--- config.mk ---
export PLATFORM = sky130hd
export DESIGN_NAME = gbus_mailbox
export DESIGN_NICKNAME = d
export VERILOG_FILES = /design/src/rtl/gbm_pkg.sv /design/src/rtl/gbm_timing_cfg.sv /design/src/rtl/gbm_sequencer.sv /design/src/rtl/gbus_mailbox.sv
export SDC_FILE = /design/constraint.sdc
export NUM_CORES = 1
export LEC_CHECK = 0
export BUFFER_PORTS_ARGS = -buffer_cell sky130_fd_sc_hd__buf_2
export CAP_MARGIN = 30
export CORE_MARGIN = 2
export CORE_UTILIZATION = 50
export CTS_CLUSTER_DIAMETER = 100
export DETAILED_ROUTE_END_ITERATION = 6
export PLACE_DENSITY = 0.83
export SKIP_CTS_REPAIR_TIMING = 1
export SYNTH_ARGS = -nofsm -noshare
export SYNTH_HDL_FRONTEND = slang
export SYNTH_SLANG_ARGS = --single-unit
--- constraint.sdc ---
create_clock -name clk -period 3.3 [get_ports clk]
set_clock_uncertainty 0.1 [all_clocks]
set_input_delay 0.33 -clock clk [delete_from_list [all_inputs] [get_ports clk]]
set_output_delay 0.33 -clock clk [all_outputs]
set_load 0.01 [all_outputs]
--- src/rtl/gbm_pkg.sv ---
package gbm_pkg;
  localparam int GID_W   = 3;
  localparam int RID_W   = 3;
  localparam int FIELD_W = 4;
  localparam int SLEN_W  = FIELD_W + 1;

  // command word bit positions (software-visible layout)
  localparam int POS_BUSY = 31;
  localparam int POS_TMO  = 30;
  localparam int POS_DIR  = 24;
  localparam int GID_LSB  = 20;
  localparam int RID_LSB  = 16;

  typedef enum logic {GB_READ = 1'b0, GB_WRITE = 1'b1} gb_dir_e;

  // programmed field to strobe length; zero selects the longest setting
  function automatic logic [SLEN_W-1:0] strobe_cycles(input logic [FIELD_W-1:0] f);
    return (f == '0) ? SLEN_W'(1 << FIELD_W) : {1'b0, f};
  endfunction
endpackage

--- src/rtl/gbm_timing_cfg.sv ---
module gbm_timing_cfg
  import gbm_pkg::*;
#(
  parameter int NUM_GUESTS = 8,
  parameter logic [NUM_GUESTS*FIELD_W-1:0] RESET_VAL = 32'h2222_8888
) (
  input  logic                          clk,
  input  logic                          rst_n,
  input  logic                          wr_en,
  input  logic [NUM_GUESTS*FIELD_W-1:0] wdata,
  input  logic [GID_W-1:0]              gid_sel,
  output logic [NUM_GUESTS*FIELD_W-1:0] cfg_q,
  output logic [SLEN_W-1:0]             len_o
);
  logic [FIELD_W-1:0] field_q [NUM_GUESTS];

  for (genvar g = 0; g < NUM_GUESTS; g++) begin : g_field
    always_ff @(posedge clk or negedge rst_n) begin
      if (!rst_n)     field_q[g] <= RESET_VAL[g*FIELD_W +: FIELD_W];
      else if (wr_en) field_q[g] <= wdata[g*FIELD_W +: FIELD_W];
    end
    assign cfg_q[g*FIELD_W +: FIELD_W] = field_q[g];
  end

  assign len_o = strobe_cycles(field_q[gid_sel]);
endmodule

--- src/rtl/gbm_sequencer.sv ---
module gbm_sequencer
  import gbm_pkg::*;
#(
  parameter int LIMIT = 256
) (
  input  logic              clk,
  input  logic              rst_n,
  input  logic              start,
  input  logic [SLEN_W-1:0] len_i,
  input  logic              wait_i,
  output logic              active_o,
  output logic              done_o,
  output logic              limit_hit_o
);
  localparam int CNT_W = $clog2(LIMIT + 1);

  logic              active_q;
  logic [CNT_W-1:0]  cnt, cnt_nxt;
  logic [SLEN_W-1:0] len_q;
  logic              normal_end, limit_reach;

  assign cnt_nxt     = cnt + CNT_W'(1);
  assign normal_end  = (cnt_nxt >= CNT_W'(len_q)) && !wait_i;
  assign limit_reach = (cnt_nxt == CNT_W'(LIMIT));
  assign done_o      = active_q && (normal_end || limit_reach);
  assign limit_hit_o = done_o && !normal_end;
  assign active_o    = active_q;

  always_ff @(posedge clk or negedge rst_n) begin
    if (!rst_n) begin
      active_q <= 1'b0;
      cnt      <= '0;
      len_q    <= '0;
    end else if (start) begin
      active_q <= 1'b1;
      cnt      <= '0;
      len_q    <= len_i;
    end else if (done_o) begin
      active_q <= 1'b0;
    end else if (active_q) begin
      cnt <= cnt_nxt;
    end
  end

  // a strobe never ends before its programmed length
  a_r4_min_length: assert property (@(posedge clk) disable iff (!rst_n)
    $fell(active_q) |-> (CNT_W'($past(cnt) + CNT_W'(1)) >= CNT_W'($past(len_q))));
  // a held wait line keeps the strobe running below the limit
  a_r6_wait_holds: assert property (@(posedge clk) disable iff (!rst_n)
    active_q && wait_i && !limit_reach |=> active_o);
  // the strobe counter never reaches the limit while active
  a_r7_bounded: assert property (@(posedge clk) disable iff (!rst_n)
    active_q |-> (cnt < CNT_W'(LIMIT)));
endmodule

--- src/rtl/gbus_mailbox.sv ---
module gbus_mailbox
  import gbm_pkg::*;
#(
  parameter int TMO_LIMIT = 256
) (
  input  logic        clk,
  input  logic        rst_n,
  input  logic        host_wr,
  input  logic        host_addr,
  input  logic [31:0] host_wdata,
  output logic [31:0] host_rdata,
  output logic [7:0]  gb_sel,
  output logic        gb_rd,
  output logic        gb_wr,
  output logic [2:0]  gb_addr,
  output logic [7:0]  gb_dout,
  input  logic [7:0]  gb_din,
  input  logic        gb_wait
);
  localparam int NUM_GUESTS = 1 << GID_W;

  gb_dir_e            dir_q;
  logic [GID_W-1:0]   gid_q;
  logic [RID_W-1:0]   rid_q;
  logic [7:0]         data_q;
  logic               arm_q, tmo_q;
  logic               busy, seq_done, limit_hit, accept, cfg_wr;
  logic [SLEN_W-1:0]  start_len;
  logic [NUM_GUESTS*FIELD_W-1:0] cfg_q;
  logic               unused_cmd_bits;

  assign accept = host_wr && !host_addr && !busy;
  assign cfg_wr = host_wr && host_addr;
  assign unused_cmd_bits = ^{host_wdata[POS_BUSY], host_wdata[29:25], host_wdata[23],
                             host_wdata[19], host_wdata[15:8]};

  gbm_timing_cfg #(.NUM_GUESTS(NUM_GUESTS)) u_cfg (
    .clk(clk), .rst_n(rst_n), .wr_en(cfg_wr), .wdata(host_wdata),
    .gid_sel(host_wdata[GID_LSB +: GID_W]), .cfg_q(cfg_q), .len_o(start_len));

  gbm_sequencer #(.LIMIT(TMO_LIMIT)) u_seq (
    .clk(clk), .rst_n(rst_n), .start(accept), .len_i(start_len), .wait_i(gb_wait),
    .active_o(busy), .done_o(seq_done), .limit_hit_o(limit_hit));

  always_ff @(posedge clk or negedge rst_n) begin
    if (!rst_n) begin
      dir_q  <= GB_READ;
      gid_q  <= '0;
      rid_q  <= '0;
      data_q <= '0;
      arm_q  <= 1'b0;
      tmo_q  <= 1'b0;
    end else if (accept) begin
      dir_q  <= gb_dir_e'(host_wdata[POS_DIR]);
      gid_q  <= host_wdata[GID_LSB +: GID_W];
      rid_q  <= host_wdata[RID_LSB +: RID_W];
      data_q <= host_wdata[7:0];
      arm_q  <= host_wdata[POS_TMO];
      tmo_q  <= 1'b0;
    end else if (seq_done) begin
      if (dir_q == GB_READ) data_q <= gb_din;
      tmo_q <= limit_hit && arm_q;
    end
  end

  for (genvar g = 0; g < NUM_GUESTS; g++) begin : g_sel
    assign gb_sel[g] = busy && (gid_q == GID_W'(g));
  end

  assign gb_rd   = busy && (dir_q == GB_READ);
  assign gb_wr   = busy && (dir_q == GB_WRITE);
  assign gb_addr = rid_q;
  assign gb_dout = data_q;

  always_comb begin
    host_rdata = '0;
    if (host_addr) begin
      host_rdata = cfg_q;
    end else begin
      host_rdata[POS_BUSY]              = busy;
      host_rdata[POS_TMO]               = tmo_q;
      host_rdata[POS_DIR]               = dir_q;
      host_rdata[GID_LSB +: GID_W]      = gid_q;
      host_rdata[RID_LSB +: RID_W]      = rid_q;
      host_rdata[7:0]                   = data_q;
    end
  end

  // at most one guest selected
  a_r3_sel_onehot: assert property (@(posedge clk) disable iff (!rst_n)
    $onehot0(gb_sel));
  // selection does not move while a strobe continues
  a_r3_sel_stable: assert property (@(posedge clk) disable iff (!rst_n)
    busy && !seq_done |=> $stable(gb_sel) && ($countones(gb_sel) == 1));
  // a command written while busy leaves the held command intact
  a_r8_ignored_cmd: assert property (@(posedge clk) disable iff (!rst_n)
    busy && !seq_done && host_wr && !host_addr |=>
      $stable(gid_q) && $stable(rid_q) && $stable(dir_q) && $stable(data_q));
  // the timeout flag only rises after a limit cut-off
  a_r7_tmo_source: assert property (@(posedge clk) disable iff (!rst_n)
    $rose(tmo_q) |-> $past(limit_hit));
  // strobes are mutually exclusive
  a_r5_strobe_excl: assert property (@(posedge clk) disable iff (!rst_n)
    !(gb_rd && gb_wr));
endmodule

# Yosys cells after proc, flatten, opt, wreduce, memory -nomap -nowiden
# Index checks and enable logic that the tools add are counted.
# totals
romBits	0
input_bits	45
regBits	64
mem_bits_rw	0
memories	0
latch_bits	0
out_inout_bits	53
# op_classes
mul	0
bitwise_logic	2
magnitude_cmp	2
n_mux	23
div_mod_pow	0
n_shift	0
n_addsub	1
reduce_logical	28
n_eq_ne	10
# ops
op	count
8-bit 2-to-1 mux	5
9-bit 2-to-1 mux	3
1-bit logical AND	17
4-bit binary-select mux with 3-bit select	1
3-bit equality test, second input constant	4
5-bit 2-to-1 mux	2
9-bit by 1-bit adder with 9-bit output, second input constant	1
9-bit equality test, second input constant	1
9-bit by 5-bit >= comparator with 1-bit output	1
4-bit 2-to-1 mux	2
1-bit 2-to-1 mux	7
3-bit by 2-bit equality test with 1-bit output, second input constant	2
3-bit 2-to-1 mux	2
4-bit >= comparator, second input constant	1
1-bit logical NOT	4
4-bit logical NOT	1
3-bit NOT with 4-bit output	1
2-bit AND reduction	2
2-bit nonzero test	2
3-bit by 1-bit equality test with 1-bit output, second input constant	1
3-bit logical NOT	1
2-bit 2-to-1 mux	1
2-bit by 1-bit != test with 1-bit output, second input constant	1
2-bit != test, second input constant	1
2 further kinds	2

# Longest topological paths before layout
# Gate-level depths: netlist (run 1).
# depth
ltp_word	9
mapped_depth	11

# By module
# From an unflattened synthesis (run 1), not the netlist that was laid out.
# hier_totals
hier_cells	298
hier_area_um2	3532.1
# by_module_without_submodules
mod	n_inst	area_per_inst_um2	cells_each
gbm_timing_cfg	1	1457.6	83
gbus_mailbox	1	1117.3	109
gbm_sequencer	1	957.2	106

# Worst setup path before layout (run 1)
# No wires, ideal clock.
# synth_path
kind	flip-flop to flip-flop
from	register u_seq.cnt[0]
to	register u_seq.cnt[4]
path_stages_with_launch	10
t_arrival_ns	2.258
path_slack_ns	0.817
n_path_buf	0
setup_ns	0.125
cell_sequence	dfrtp_1 -> ha_1 -> nand3_1 -> xnor2_1 -> ha_1 -> a211o_1 -> a22oi_1 -> a21oi_2 -> nor3_4 -> mux2_4
# synth_via
elab_chain_len	7
word_cells_on_any_way	11
# synth_rtl
element	line_no	source
from (decl)	gbm_sequencer.sv:18	logic [CNT_W-1:0] cnt, cnt_nxt;
from (signal assigned)	gbm_sequencer.sv:41	cnt <= cnt_nxt;
9-bit by 1-bit adder with 9-bit output (*)	gbm_sequencer.sv:22	assign cnt_nxt = cnt + CNT_W'(1);
9-bit by 5-bit >= comparator with 1-bit output	gbm_sequencer.sv:23	assign normal_end = (cnt_nxt >= CNT_W'(len_q)) && !wait_i;
1-bit logical AND	gbm_sequencer.sv:23	
1-bit logical OR	gbm_sequencer.sv:25	assign done_o = active_q && (normal_end || limit_reach);
1-bit logical AND	gbm_sequencer.sv:25	
2-bit != test (no line)	-	
2-bit AND reduction (no line)	-	
# Mark *: on every way between the ends. The rest lies on a longest branch, timed or not. The select of a mux whose other input is x is not followed.
# A chain may end at the register's enable or synchronous reset.

# Worst setup path in the final report (run 1)
# layout_path
from	register u_seq.cnt[0]
to	register u_seq.cnt[3]
# The elaborated chain is that of the path after synthesis.

==> impl_metrics.json, run 1 <==
{
  "status": "finished, violations left",
  "failed_checks": "hold timing",
  "cpPeakStageDelay_ns": 0.43,
  "place_hpwl_microns": 6783,
  "post-route-period-util": 0.8520,
  "worstSetupStartpointType": "flop",
  "cpMaxStageDelayCell": "dfrtp_1",
  "p_leak_uw": 0.002023,
  "drtAntennaViolNets": 0,
  "fin_crit_ns": 2.812,
  "r2r_end": "u_seq.cnt[3]",
  "ff2ff_path_depth": 10,
  "r2r-start": "u_seq.cnt[0]",
  "tritoncts": "built",
  "worst_ep_arrival_time_ns": 2.98,
  "grt_pass1_vias": 2940,
  "syn_area_sq_um": 3655,
  "drv_slew": 0,
  "grt_max_degree": 35,
  "rsz0062_at_grt": "false",
  "dp.cells": 516,
  "peakVddDrop_mv": 0.4600,
  "crit_path_frequent_cell": "ha_1",
  "io_buffers": 97,
  "syn_to_final_growth_pct": 19.17,
  "grt_pass1_wl_microns": 14520,
  "whs_ns": -0.05209,
  "crit_buf_inv": 1,
  "power_density_nw_per_um2": 742.2,
  "ys_ff_latch": 64,
  "criticalPathCategory": "reg2reg",
  "max_freq_ghz": 0.3557,
  "initial_core_util": 0.5093,
  "path_cells": "ha_1 > nand3_1 > xnor2_1 > ha_1 > a211o_1 > a22oi_1 > a21oi_2 > buf_4 > nor4_1 > mux2i_1",
  "synth_edf_count": 0,
  "vias": 3034,
  "insertion_delay_ns": 0.35,
  "ys_types": 48,
  "cp.required_ns": 3.47,
  "clk_root_buffer_cell": "clkbuf_8",
  "drt-pass1-iter-count": 4,
  "htreeDepth": 3,
  "route.detailed.drc": 0,
  "syn_avg_cell_area_sq_um": 10.84,
  "cts_buffers": 9,
  "fin_cells": 532,
  "cap_violations": 0,
  "antenna_found_initial": 0,
  "setup-violations-final": 0,
  "netlist_instances": 337,
  "cts_sinks": 64,
  "post-route-util": 0.6070,
  "ys_seq_area_frac": 0.4409,
  "row_count": 31,
  "synth_flop_cell": "dfrtp_1",
  "holdCritPathClass": "in2async",
  "relSlewSlack": 0.4874,
  "finalWeightedCongestion": 0.8799,
  "tightest_slew_ns": 0.7689,
  "core_area_sq_um": 7176,
  "vias_per_cell": 5.703,
  "dieWidth_microns": 89.50,
  "hold_viol_final": 32,
  "gr-total-overflow": 0,
  "crit_path_end_kind": "flop",
  "dieArea_sq_um": 8009,
  "routed_wl_microns": 9288,
  "ys_warn_count": 0,
  "io_pins": 98,
  "drive_above_1_share": 0.4388,
  "worstPathMaxFanout": 15,
  "reg2reg_slack_ns": 0.49,
  "cts_buffer_depth": 2,
  "synthesis.nets": 388,
  "path_delay_family": "compound AO/OA/AOI/OAI gates",
  "gr-usage-all-layers": 0.2423,
  "drtIter0Drc": 249,
  "async_reset_ff_frac": 1.000,
  "final_nets": 479,
  "path_clk_slew_ns": 0.08,
  "antenna_cells": 0,
  "fin_tns_setup_ns": 0,
  "die_y_microns": 89.50,
  "wl_per_cell_microns": 17.46
}
==> synth_stat cells (2+ instances only) <==
cell type / instances / area, sq um
or4_1: 2 / 15.01
nand4_1: 3 / 18.77
mux2_2: 48 / 540.5
dfrtp_1: 56 / 1401
ha_1: 6 / 75.07
clkbuf_1: 9 / 33.78
xnor2_1: 3 / 26.28
o21ai_0: 6 / 30.03
nor3_1: 7 / 35.03
nand2b_1: 5 / 31.28
buf_1: 5 / 18.77
nand2_1: 44 / 165.2
a21oi_1: 4 / 20.02
and2_1: 19 / 118.9
inv_1: 8 / 30.03
dfstp_2: 8 / 210.2
a31oi_1: 8 / 50.05
o21a_1: 2 / 15.01
clkbuf_2: 3 / 15.01
mux2i_1: 12 / 120.1
nor2_1: 23 / 86.33
nand3_1: 6 / 30.03
o211ai_1: 8 / 60.06
buf_6: 4 / 45.04
o221ai_1: 8 / 70.07
mux4_2: 8 / 180.2
==> logic make-up after synthesis <==
group	Yosys count	synth area share
buffers and inverters	33	0.05203
flip-flops	64	0.4409
AO/OA/AOI/OAI	42	0.08114
multiplexers	69	0.2342
AND/OR/NAND/NOR	119	0.1616
XOR/XNOR	4	0.009588
adder cells (fa/ha/maj)	6	0.02054
==> metal layers <==
layer	up-vias	wire length, microns	track usage
met1	1487	3831	0.3112
met2	136	4649	0.3993
li1	1389	-	-
met5	-	0	0
met3	22	591	0.04155
met4	0	215	0.1153
==> registers in the layout (all words and copies together), names as in the netlist <==
signal and flops:
gb_dout 8, gid_q 3, dir_q 1, u_cfg.cfg_q 32
tmo_q 1, arm_q 1, u_seq.len_q 5, u_seq.cnt 9
gb_addr 3, u_seq.active_o 1
==> worst max-delay path by stage <==
stage                   endpoint         start  depth (start not counted)  slack (ns)
floorplan           u_seq.cnt[4]  u_seq.cnt[0]                          9        0.82
global placement      gb_dout[4]  u_seq.cnt[0]                          8        0.67
detailed placement  u_seq.cnt[3]  u_seq.cnt[0]                         10        0.56
CTS                 u_seq.cnt[3]  u_seq.cnt[0]                         10        0.52
global route        u_seq.cnt[3]  u_seq.cnt[0]                         10        0.25
finish              u_seq.cnt[3]  u_seq.cnt[0]                         10        0.49
==> through the flow <==
| step | cell area, sq um | power [uW] | hold WS, ns | worst slack, ns |
|---|---|---|---|---|
| 4_1_cts | 4355 | 3223 | -0.03768 | 0.5168 |
| 3_3_place_gp | 4164 | 2491 | 0.3297 | 0.6684 |
| 3_5_place_dp | 4164 | 2552 | 0.3423 | 0.5577 |
| 2_1_floorplan | 3655 | 2126 | -0.06559 | 0.8170 |
| 5_1_grt | 4355 | 3426 | 0.01020 | 0.2515 |
| 6_report | 4355 | 3233 | -0.05209 | 0.4884 |
==> report_power, final <==
part / switching (uW) / internal (uW)
Clock: 302 / 369
Sequential: 234 / 1010
Combinational: 727 / 586
==> final cells by class <==
type / count / area (sq um)
sequential: 64 / 1612
multi-input combinational: 240 / 1853
clock buffer: 13 / 148.9
timing repair buffer: 105 / 545.5
tap: 99 / 123.9
inverter: 8 / 30.03
fill: 572 / 2820
clock inverter: 3 / 42.54
==> cells in the final DEF (no fill, tap or decap), types with 2 or more instances in the layout <==
cell type  Yosys  layout
buf_2          1      97
dfrtp_1       56      56
mux2_2        48      48
nand2_1       44      44
nor2_1        23      23
and2_1        19      19
mux2i_1       12      12
clkbuf_8       1      10
inv_1          8       8
mux4_2         8       8
o221ai_1       8       8
o211ai_1       8       8
a31oi_1        8       8
buf_4          0       8
dfstp_2        8       8
nor3_1         7       7
nand3_1        6       6
o21ai_0        6       6
ha_1           6       6
nand2b_1       5       5
a21oi_1        4       4
xnor2_1        3       3
nand4_1        3       3
clkbuf_1       9       3
or4_1          2       2
o21a_1         2       2
(Power assumes the default switching activity.)
==> inputs of run 2 (changes only) <==
--- a/config.mk
+++ b/config.mk
@@ -8,5 +8,5 @@
 export BUFFER_PORTS_ARGS = -buffer_cell sky130_fd_sc_hd__buf_2
 export CAP_MARGIN = 30
-export CORE_MARGIN = 2
+export CORE_MARGIN = 5
 export CORE_UTILIZATION = 50
 export CTS_CLUSTER_DIAMETER = 100
==> constraint.sdc (replaced) <==
create_clock -name clk -period 3.3 [get_ports clk]
set_clock_uncertainty 0.1 [all_clocks]
set_input_delay 0.33 -clock clk [delete_from_list [all_inputs] [get_ports clk]]
set_output_delay 0.33 -clock clk [all_outputs]
set_load 0.05 [all_outputs]
==> run 2 against run 1 <==
The run still ends with hold timing left. Core utilization up 0.47 points. Sequential power hardly changed. Sequential cell count did not move. Combinational power is 49% higher. Final cell count down 0.38%. Worst setup slack worse by 0.31 ns. Routed wire length rose by 4.1%. Critical path type unchanged.
==> impl_metrics.json, run 2 (synthesis gave the netlist of run 1 again) <==
{
  "cp.required_ns": 3.42,
  "post-route-period-util": 0.9469,
  "relSlewSlack": 0.4318,
  "worst_ep_arrival_time_ns": 3.25,
  "use_met1": 0.2778,
  "final_cell_mix": "buf_2, dfrtp_1, mux2_2",
  "drv_slew": 0,
  "hold_viol_final": 32,
  "worstPathMaxFanout": 16,
  "grt_use_met3": 0.04893,
  "path_clk_slew_ns": 0.07,
  "clk_root_buffer_cell": "clkbuf_8",
  "vias_per_cell": 5.817,
  "status": "finished, violations left",
  "ff2ff_path_depth": 9,
  "met2_usage": 0.3738,
  "row_count": 31,
  "final_common_cell": "buf_2",
  "p_leak_uw": 0.002035,
  "grt_max_degree": 36,
  "routed_wl_microns": 9665,
  "drt-pass1-iter-count": 7,
  "insertion_delay_ns": 0.34,
  "gr-total-overflow": 0,
  "dieArea_sq_um": 9119,
  "tritoncts": "built",
  "dieWidth_microns": 95.50,
  "max_freq_ghz": 0.3200,
  "cap_violations": 0,
  "drive_above_1_share": 0.4432,
  "drtAntennaViolNets": 0,
  "cts_sinks": 64,
  "fin_crit_ns": 3.125,
  "antenna_cells": 0,
  "tightest_slew_ns": 0.8522,
  "fin_tns_setup_ns": 0,
  "gr-usage-all-layers": 0.2246,
  "final_nets": 477,
  "cts_buffers": 9,
  "power_density_nw_per_um2": 909.5,
  "grt_pass1_wl_microns": 15580,
  "wl_per_cell_microns": 18.24,
  "dp.cells": 514,
  "finalWeightedCongestion": 0.8362,
  "holdCritPathClass": "in2async",
  "criticalPathCategory": "reg2reg",
  "cts_buffer_depth": 2,
  "fin_cells": 530,
  "core_area_sq_um": 7176,
  "setup-violations-final": 0,
  "io_buffers": 97,
  "crit_path_end_kind": "flop",
  "top_usage_layer": "met2",
  "failed_checks": "hold timing",
  "io_pins": 98,
  "vias": 3083,
  "rsz0062_at_grt": "false",
  "worstSetupStartpointType": "flop",
  "syn_to_final_growth_pct": 20.10,
  "peakVddDrop_mv": 0.6282,
  "drtIter0Drc": 268,
  "antenna_found_initial": 0,
  "whs_ns": -0.03119,
  "place_hpwl_microns": 6791,
  "htreeDepth": 3,
  "route.detailed.drc": 0,
  "grt_pass1_vias": 3165,
  "largest_reg_flops": 32,
  "die_y_microns": 95.50,
  "initial_core_util": 0.5093
}
## run 2: power by group
part / leakage [uW] / internal [uW] / switching, uW
combinational: 0.00116 / 585 / 1370
clock: 0.000115 / 487 / 306
sequential: 0.000758 / 1010 / 233
## run 2: metrics by stage
stage | instance area (sq um) | total power (uW) | setup slack (ns) | util
6_report | 4389 | 3992 | 0.1753 | 0.6117
5_1_grt | 4389 | 4174 | 0.1268 | 0.6117
4_1_cts | 4389 | 3972 | 0.2881 | 0.6117
3_5_place_dp | 4149 | 3138 | 0.3729 | 0.5782
3_3_place_gp | 4149 | 3089 | 0.4597 | 0.5782
2_1_floorplan | 3655 | 2730 | 0.8170 | -
## run 2: layer usage
layer  wire, microns  part of all wire  vias to the layer above
li1                -                 -                     1387
met1            3799              0.39                     1513
met2            4867              0.50                      150
met3             668             0.069                       33
met4             330             0.034                        0
met5               0                 0                        -
## run 2: final cells by class
| cell class | instances | area [sq um] |
|---|---|---|
| fillers | 570 | 2786 |
| clock buffers | 12 | 165.2 |
| multi-input cells | 240 | 1853 |
| inverters | 8 | 30.03 |
| repair buffers | 103 | 530.5 |
| well taps | 99 | 123.9 |
| clock inverters | 4 | 75.07 |
| flip-flops and latches | 64 | 1612 |
## run 2: path summary, 6_finish.rpt
kind	to	startpoint	slack [ns]
worst max-delay path	u_seq.cnt[4]	u_seq.cnt[0]	0.18
worst min-delay path	gb_addr[2]	rst_n	-0.03
worst max register to register	u_seq.cnt[4]	u_seq.cnt[0]	0.18
worst min register to register	u_seq.len_q[4]	u_seq.len_q[4]	0.39
max in group asynchronous	u_cfg.cfg_q[29]	rst_n	2.21
min in group clk	arm_q	host_wdata[30]	0.11
## run 2: critical path, stage by stage (launching register included)
cell and delay (ns):
dfrtp_1 0.45, ha_1 0.33, xor2_1 0.20, ha_1 0.30
o21ai_0 0.11, o21ai_0 0.19, a22oi_1 0.17, a21oi_2 0.72
nor3_4 0.11, mux2_4 0.33
==> inputs of run 3 (changes only) <==
- REMOVE_ABC_BUFFERS: unset -> 1
==> run 3 against run 2 <==
The run now ends clean. Maximum frequency up 10%. Routed wire length down 4.9%. First-iteration DRC count down 24%. Count of clock-buffer cells in the layout up 1. Final cell count up 0.75%. Global-route usage down 1.0 points. Sequential power about the same. Power down 3.7%. Combinational power about the same. Clock power down 15%. Critical endpoint is now u_seq.cnt[8]. Largest power group unchanged.
==> impl_metrics.json, run 3 (synthesis gave the netlist of run 1 again) <==
{
  "grt_pass1_wl_microns": 14900,
  "die_y_microns": 95.50,
  "cts_sinks": 64,
  "relSlewSlack": 0.4864,
  "worstSetupStartpointType": "flop",
  "io_pins": 98,
  "criticalPathCategory": "reg2reg",
  "place_hpwl_microns": 6742,
  "tritoncts": "built",
  "dieArea_sq_um": 9119,
  "drv_slew": 0,
  "finalWeightedCongestion": 0.8479,
  "use_met1": 0.2722,
  "antenna_found_initial": 1,
  "insertion_delay_ns": 0.34,
  "syn_to_final_growth_pct": 20.20,
  "core_area_sq_um": 7176,
  "fin_tns_setup_ns": 0,
  "htreeDepth": 3,
  "top_usage_layer": "met2",
  "fin_crit_ns": 2.829,
  "drive_above_1_share": 0.4414,
  "drtAntennaViolNets": 0,
  "worstPathMaxFanout": 9,
  "finalPower_uw": 3845,
  "pre_cts_ws_ns": 0.5274,
  "setup-violations-final": 0,
  "peakVddDrop_mv": 0.5388,
  "final_common_cell": "buf_2",
  "largest_reg_flops": 32,
  "crit_path_end_kind": "flop",
  "io_buffers": 97,
  "dp.cells": 517,
  "tightest_slew_ns": 0.7676,
  "route.detailed.drc": 0,
  "dieWidth_microns": 95.50,
  "max_freq_ghz": 0.3535,
  "grt_pass1_vias": 3045,
  "power_density_nw_per_um2": 875.2,
  "rsz0062_at_grt": "false",
  "cp.required_ns": 3.47,
  "grt_use_met3": 0.05841,
  "final_cell_mix": "buf_2, dfrtp_1, mux2_2",
  "path_clk_slew_ns": 0.07,
  "initial_core_util": 0.5093,
  "antenna_cells": 0,
  "drt-pass1-iter-count": 4,
  "gr-total-overflow": 0,
  "vias": 2972,
  "worst_ep_arrival_time_ns": 2.99,
  "cts_buffer_depth": 2,
  "fin_cells": 534,
  "post-route-period-util": 0.8572,
  "fin_ws_ns": 0.4711,
  "clk_root_buffer_cell": "clkbuf_8",
  "vias_per_cell": 5.566,
  "p_leak_uw": 0.002048,
  "drtIter0Drc": 205,
  "routed_wl_microns": 9193,
  "hold_viol_final": 0,
  "status": "completed",
  "grt_max_degree": 33,
  "cap_violations": 0,
  "met2_usage": 0.3411,
  "gr-usage-all-layers": 0.2141,
  "final_nets": 481,
  "holdCritPathClass": "in2reg",
  "wl_per_cell_microns": 17.22,
  "row_count": 31,
  "cts_buffers": 9,
  "whs_ns": 0.09814
}
[run 3: routing by layer]
| layer | up-vias | routed length [microns] | share of wire |
|---|---|---|---|
| li1 | 1385 | - | - |
| met1 | 1448 | 3855 | 0.42 |
| met2 | 112 | 4439 | 0.48 |
| met3 | 25 | 611 | 0.066 |
| met4 | 2 | 278 | 0.030 |
| met5 | - | 7 | 0.00076 |
[run 3: through the flow]
step	utilization	area (sq um)
2_1_floorplan	-	3495
3_3_place_gp	0.5803	4164
3_5_place_dp	0.5831	4184
4_1_cts	0.6108	4383
5_1_grt	0.6122	4393
6_report	0.6122	4393
[run 3: path summary, 6_finish.rpt]
check / start / to / slack [ns] / depth (start not counted)
max in group asynchronous: rst_n / u_cfg.cfg_q[15] / 1.92 / 4
setup / recovery: u_seq.cnt[0] / u_seq.cnt[8] / 0.47 / 10
hold reg to reg: gb_addr[1] / gb_addr[1] / 0.40 / 2
hold / removal: host_wdata[18] / gb_addr[2] / 0.1 / 3
setup reg to reg: u_seq.cnt[0] / u_seq.cnt[8] / 0.47 / 10
min in group asynchronous: rst_n / gid_q[2] / 0.40 / 2
[run 3: cell type report]
type	instances	area (sq um)
Clock buffer	13	158.9
Clock inverter	3	40.04
Inverter	8	30.03
Multi-Input combinational cell	240	1853
Sequential cell	64	1612
Tap cell	99	123.9
Timing Repair Buffer	107	575.6
Fill cell	586	2783
[run 3: worst max-delay path, stage by stage, from the launching register on]
cell and delay (ns):
dfrtp_1 0.43, ha_1 0.30, nand3_1 0.12, xnor2_1 0.16, ha_1 0.20, a211o_1 0.27, a22oi_1 0.30, a21oi_2 0.20
buf_4 0.22, nor3_1 0.23, mux2i_1 0.22
[run 3: where the power goes]
group	internal (uW)	leakage (uW)	switching [uW]
clock	388	0.000103	285
combinational	600	0.00119	1350
sequential	1010	0.000758	203
total	2000	0.00205	1840
